==> config.mk <==
export PLATFORM = sky130hd
export DESIGN_NAME = rx_packet_framer
export DESIGN_NICKNAME = d
export VERILOG_FILES = /design/src/rtl/rxf_pkg.sv /design/src/rtl/rxf_addr_filter.sv /design/src/rtl/rxf_counters.sv /design/src/rtl/rx_packet_framer.sv
export SDC_FILE = /design/constraint.sdc
export NUM_CORES = 1
export LEC_CHECK = 0
export ABC_AREA = 0
export BUFFER_PORTS_ARGS = -buffer_cell sky130_fd_sc_hd__buf_2
export CAP_MARGIN = 20
export CORE_MARGIN = 4
export CORE_UTILIZATION = 50
export DETAILED_ROUTE_END_ITERATION = 6
export PLACE_DENSITY_LB_ADDON = 0.08
export SYNTH_ARGS = -nofsm -noshare
export SYNTH_HDL_FRONTEND = slang
export SYNTH_HIERARCHICAL = 1
export SYNTH_SLANG_ARGS = --single-unit
==> constraint.sdc <==
create_clock -name clk -period 2.6 [get_ports clk]
set_input_delay 0.13 -clock clk [delete_from_list [all_inputs] [get_ports clk]]
set_output_delay 0.13 -clock clk [all_outputs]
set_load 0.05 [all_outputs]
==> src/rtl/rxf_pkg.sv <==
package rxf_pkg;
  typedef enum logic [1:0] {
    RXF_OK       = 2'd0,
    RXF_NOT_MINE = 2'd1,
    RXF_IO       = 2'd2,
    RXF_DATA     = 2'd3
  } rxf_code_e;

  typedef enum logic [1:0] {
    ST_IDLE = 2'd0,
    ST_DEST = 2'd1,
    ST_LEN  = 2'd2,
    ST_BODY = 2'd3
  } rxf_state_e;
endpackage

==> src/rtl/rxf_addr_filter.sv <==
module rxf_addr_filter #(
  parameter int DATA_W      = 8,
  parameter bit ADDR_FILTER = 1'b1
) (
  input  logic [DATA_W-1:0] dest,
  input  logic [DATA_W-1:0] own,
  output logic              accept
);
  localparam logic [DATA_W-1:0] BCAST = {DATA_W{1'b1}};

  function automatic logic dest_ok(input logic [DATA_W-1:0] d, input logic [DATA_W-1:0] o);
    return (d == o) || (d == BCAST);
  endfunction

  generate
    if (ADDR_FILTER) begin : g_filter
      assign accept = dest_ok(dest, own);
    end else begin : g_open
      assign accept = 1'b1;
    end
  endgenerate
endmodule

==> src/rtl/rxf_counters.sv <==
module rxf_counters #(
  parameter int DATA_W = 8,
  parameter int ADDR_W = 9
) (
  input  logic              clk,
  input  logic              rst_n,
  input  logic              clear,
  input  logic              wr_step,
  input  logic              load_len,
  input  logic [DATA_W-1:0] len_in,
  input  logic              body_step,
  output logic [ADDR_W-1:0] wr_addr,
  output logic              last_body
);
  localparam int REM_W = DATA_W + 1;

  // payload plus one checksum byte
  function automatic logic [REM_W-1:0] body_total(input logic [DATA_W-1:0] len);
    return {1'b0, len} + REM_W'(1);
  endfunction

  logic [REM_W-1:0] remaining;

  always_ff @(posedge clk or negedge rst_n) begin
    if (!rst_n) begin
      wr_addr   <= '0;
      remaining <= '0;
    end else begin
      if (clear)        wr_addr <= '0;
      else if (wr_step) wr_addr <= wr_addr + ADDR_W'(1);
      if (load_len)       remaining <= body_total(len_in);
      else if (body_step) remaining <= remaining - REM_W'(1);
    end
  end

  assign last_body = (remaining == REM_W'(1));
endmodule

==> src/rtl/rx_packet_framer.sv <==
module rx_packet_framer
  import rxf_pkg::*;
#(
  parameter int DATA_W      = 8,
  parameter int ADDR_W      = 9,
  parameter bit ADDR_FILTER = 1'b1
) (
  input  logic              clk,
  input  logic              rst_n,
  input  logic              start,
  input  logic              rx_valid,
  input  logic [DATA_W-1:0] rx_data,
  input  logic              rx_err,
  input  logic [DATA_W-1:0] own_addr,
  input  logic [DATA_W-1:0] max_len,
  output logic              wr_en,
  output logic [ADDR_W-1:0] wr_addr,
  output logic [DATA_W-1:0] wr_data,
  output logic              busy,
  output logic              done,
  output logic              ok,
  output logic [1:0]        err_code
);
  rxf_state_e state;
  rxf_code_e  code_q;

  logic accept, byte_ok, last_body, arm;
  logic fin_io, fin_nm, fin_data, fin_ok, fin_any;
  logic len_bad;

  rxf_addr_filter #(.DATA_W(DATA_W), .ADDR_FILTER(ADDR_FILTER)) u_filter (
    .dest   (rx_data),
    .own    (own_addr),
    .accept (accept)
  );

  assign byte_ok  = rx_valid && !rx_err;
  assign arm      = (state == ST_IDLE) && start;
  assign len_bad  = (rx_data >= max_len);
  assign fin_io   = (state != ST_IDLE) && rx_err;
  assign fin_nm   = (state == ST_DEST) && byte_ok && !accept;
  assign fin_data = (state == ST_LEN)  && byte_ok && len_bad;
  assign fin_ok   = (state == ST_BODY) && byte_ok && last_body;
  assign fin_any  = fin_io || fin_nm || fin_data || fin_ok;

  assign wr_en   = byte_ok && (((state == ST_DEST) && accept) ||
                               (state == ST_LEN) || (state == ST_BODY));
  assign wr_data = rx_data;

  rxf_counters #(.DATA_W(DATA_W), .ADDR_W(ADDR_W)) u_cnt (
    .clk       (clk),
    .rst_n     (rst_n),
    .clear     (arm),
    .wr_step   (wr_en),
    .load_len  ((state == ST_LEN) && byte_ok),
    .len_in    (rx_data),
    .body_step ((state == ST_BODY) && byte_ok),
    .wr_addr   (wr_addr),
    .last_body (last_body)
  );

  always_ff @(posedge clk or negedge rst_n) begin
    if (!rst_n) begin
      state  <= ST_IDLE;
      code_q <= RXF_OK;
      done   <= 1'b0;
      ok     <= 1'b0;
    end else begin
      done <= fin_any;
      if (arm) begin
        state  <= ST_DEST;
        code_q <= RXF_OK;
        ok     <= 1'b0;
      end else if (fin_io) begin
        state  <= ST_IDLE;
        code_q <= RXF_IO;
      end else if (fin_nm) begin
        state  <= ST_IDLE;
        code_q <= RXF_NOT_MINE;
      end else if (fin_data) begin
        state  <= ST_IDLE;
        code_q <= RXF_DATA;
      end else if (fin_ok) begin
        state <= ST_IDLE;
        ok    <= 1'b1;
      end else if (byte_ok) begin
        case (state)
          ST_DEST: state <= ST_LEN;
          ST_LEN:  state <= ST_BODY;
          default: state <= state;
        endcase
      end
    end
  end

  assign busy     = (state != ST_IDLE);
  assign err_code = code_q;
endmodule

==> results_dict.tcl <==
set metrics [dict create \
    status "finished clean" \
    setup_tns_ns 0 \
    n_antenna_cell 0 \
    die_w_um 67.84 \
    synthDistinctLibCells 45 \
    start_util 0.5282 \
    grt_pass1_wl_um 6486 \
    hold_violations 0 \
    synth_edf_count 0 \
    path_clk_slew_ns 0.14 \
    synthToLayoutAreaGrowth_pct 16.63 \
    cts_tree "yes" \
    slew_headroom 0.6307 \
    register_area_sq_um 600.6 \
    ctsHtreeMaxLevel 1 \
    setup_viol_count_final 0 \
    p_per_area_nw_per_um2 611.0 \
    io_buffers 51 \
    seq_area_frac_synth 0.3354 \
    clock_skew_ns 0.008116 \
    wirelength_um 3880 \
    synth_async_sr_flop_share 1.000 \
    die_area_sq_um 4602 \
    gr-usage-all-layers 0.1798 \
    grt_pass1_vias 1515 \
    cts_root_buf "clkbuf_4" \
    startpoint_type "flop" \
    post_cts_buffers 0 \
    syn_area_per_cell_sq_um 9.182 \
    row_count 21 \
    finalPower_mw 1.276 \
    cts_buffer_depth 2 \
    ys_ff_latch 24 \
    power_leakage_nw 1.015 \
    drtIter0Drc 95 \
    cap_violations 0 \
    path_class "reg2reg" \
    worst_hold_slack_ns 0.08196 \
    numCtsBuffers 3 \
    cp_max_fo 12 \
    fmax_mhz 516.6 \
    globalRoute.totalOverflow 0 \
    grt_max_degree 25 \
    cp-end-kind "flop" \
    fill_cells 295 \
    irDropWorstVdd_mv 0.2460 \
    period_share 0.7446 \
    cp_data_required_time_ns 2.79 \
    worst_slew_pin_slew_ns 0.5533 \
    core_area_sq_um 3390 \
    multiInputGateArea_sq_um 1045 \
    nets 281 \
    antenna_left 0 \
    finalMaxSlewViolations 0 \
    final_cell_mix "buf_2, dfrtp_1, nor2_1, xnor2_1, inv_1" \
    remaining_drc_errors 0 \
    clk_latency_ns 0.31 \
    io_pins 52 \
    globalplace.congestion 0.7989 \
    final_common_cell "buf_2" \
    dr.pass1.iters 4 \
    rsz0062_at_grt "false" \
    yosysWarnings 6 \
    syn-num-nets 236 \
    viasPerCell 5.386 \
    syn_inst 195 \
    hold_class "in2reg" \
    die_h_um 67.84 \
    hpwlAfterDp_um 3106 \
    antenna_found_initial 0 \
    ys.flop_type "dfrtp_1" \
    final_layout_size_suffix_gt1_frac 0.2803 \
    cts_num_sinks 24 \
    avgRoutedWirePerCell_um 13.61 \
    dr_total_vias 1535 \
    critPathArrivalTime_ns 2.12 \
    syn_area_sq_um 1790 \
    fin_crit_ns 1.936 \
]
==> sequential cells by signal, summed over array words and instances, names as in the netlist <==
register         flops
u_cnt/wr_addr        9
u_cnt/remaining      9
state                2
err_code             2
done                 1
ok                   1
==> repair_timing <==
action                                  in CTS  in global routing
resized for setup                            0                  0
endpoints found under the setup margin       0                  0
hold buffers                                 1                  0
endpoints found under the hold margin       24                  0
==> cells by family (layout without fill, tap and decap cells) <==
logic type	Yosys count	count (layout)	synth area share
AND/OR/NAND/NOR	60	60	0.1894
AO/OA/AOI/OAI	38	38	0.1454
XOR/XNOR	28	28	0.1370
buffers and inverters	28	72	0.08106
flip-flops	24	24	0.3354
adder cells (fa/ha/maj)	12	12	0.08386
multiplexers	5	5	0.02795
==> stage by stage <==
| stage | instances | area (sq um) | setup WS (ns) | util |
|---|---|---|---|---|
| final | 285 | 2088 | 0.6641 | 0.6161 |
| after global routing | 285 | 2088 | 0.4980 | 0.6161 |
| after CTS | 285 | 2088 | 0.6680 | 0.6161 |
| after detailed placement | 280 | 2026 | 0.5718 | 0.5976 |
| after global placement | 280 | 2026 | 0.6532 | 0.5976 |
| after floorplan | 195 | 1790 | 0.1405 | - |
==> cell type report <==
cell class	instances	share of cell area
clock inverters	1	0.01438
well taps	46	0.02756
flip-flops and latches	24	0.2876
multi-input cells	143	0.5003
inverters	14	0.02516
clock buffers	3	0.01078
repair buffers	54	0.1342
==> cells in the mapped netlist (3+ instances only) <==
| cell | n | area (sq um) |
|---|---|---|
| nand4_1 | 8 | 50.05 |
| dfrtp_1 | 24 | 600.6 |
| mux2i_1 | 5 | 50.05 |
| ha_1 | 12 | 150.1 |
| and3_1 | 4 | 25.02 |
| o21ai_0 | 10 | 50.05 |
| nor2_1 | 19 | 71.32 |
| buf_4 | 8 | 60.06 |
| o2111ai_1 | 3 | 26.28 |
| inv_1 | 14 | 52.55 |
| nor2b_1 | 3 | 18.77 |
| clkbuf_1 | 3 | 11.26 |
| xor2_1 | 9 | 78.83 |
| nand2_1 | 10 | 37.54 |
| xnor2_1 | 19 | 166.4 |
| a21oi_1 | 8 | 40.04 |
==> critical path: stages (launching register included) <==
cell and delay (ns):
dfrtp_1 0.56, and3_1 0.38, or3b_1 0.45, nor4_2 0.18, xnor2_1 0.15, mux2i_1 0.08
==> final timing paths <==
path | from | end | slack (ns) | cells after the start
worst max-delay path | state[0]$_DFFE_PN0P_ | u_cnt/remaining[5]$_DFFE_PN0P_ | 0.66 | 5
worst min-delay path | rx_data[0] | u_cnt/remaining[0]$_DFFE_PN0P_ | 0.08 | 2
worst max register to register | state[0]$_DFFE_PN0P_ | u_cnt/remaining[5]$_DFFE_PN0P_ | 0.66 | 5
worst min register to register | ok$_DFFE_PN0P_ | ok$_DFFE_PN0P_ | 0.53 | 2
max in group asynchronous | rst_n | u_cnt/remaining[0]$_DFFE_PN0P_ | 1.94 | 2
min in group asynchronous | rst_n | u_cnt/wr_addr[5]$_DFFE_PN0P_ | 0.31 | 2
==> power by group <==
group | total, mW | internal, mW | switching [mW]
Combinational | 0.455 | 0.187 | 0.268
Sequential | 0.551 | 0.452 | 0.0986
Clock | 0.270 | 0.156 | 0.115
Total | 1.28 | 0.795 | 0.481
==> layer usage <==
| metal | routed length [um] | share of wire | global-route usage | vias to the layer above |
|---|---|---|---|---|
| met5 | 0 | 0 | 0 | - |
| met3 | 184 | 0.047 | 0.02463 | 2 |
| met1 | 1634 | 0.42 | 0.2334 | 737 |
| li1 | - | - | - | 759 |
| met2 | 2046 | 0.53 | 0.3208 | 37 |
| met4 | 15 | 0.0039 | 0.03226 | 0 |
Power figures use the tool's default switching activity.
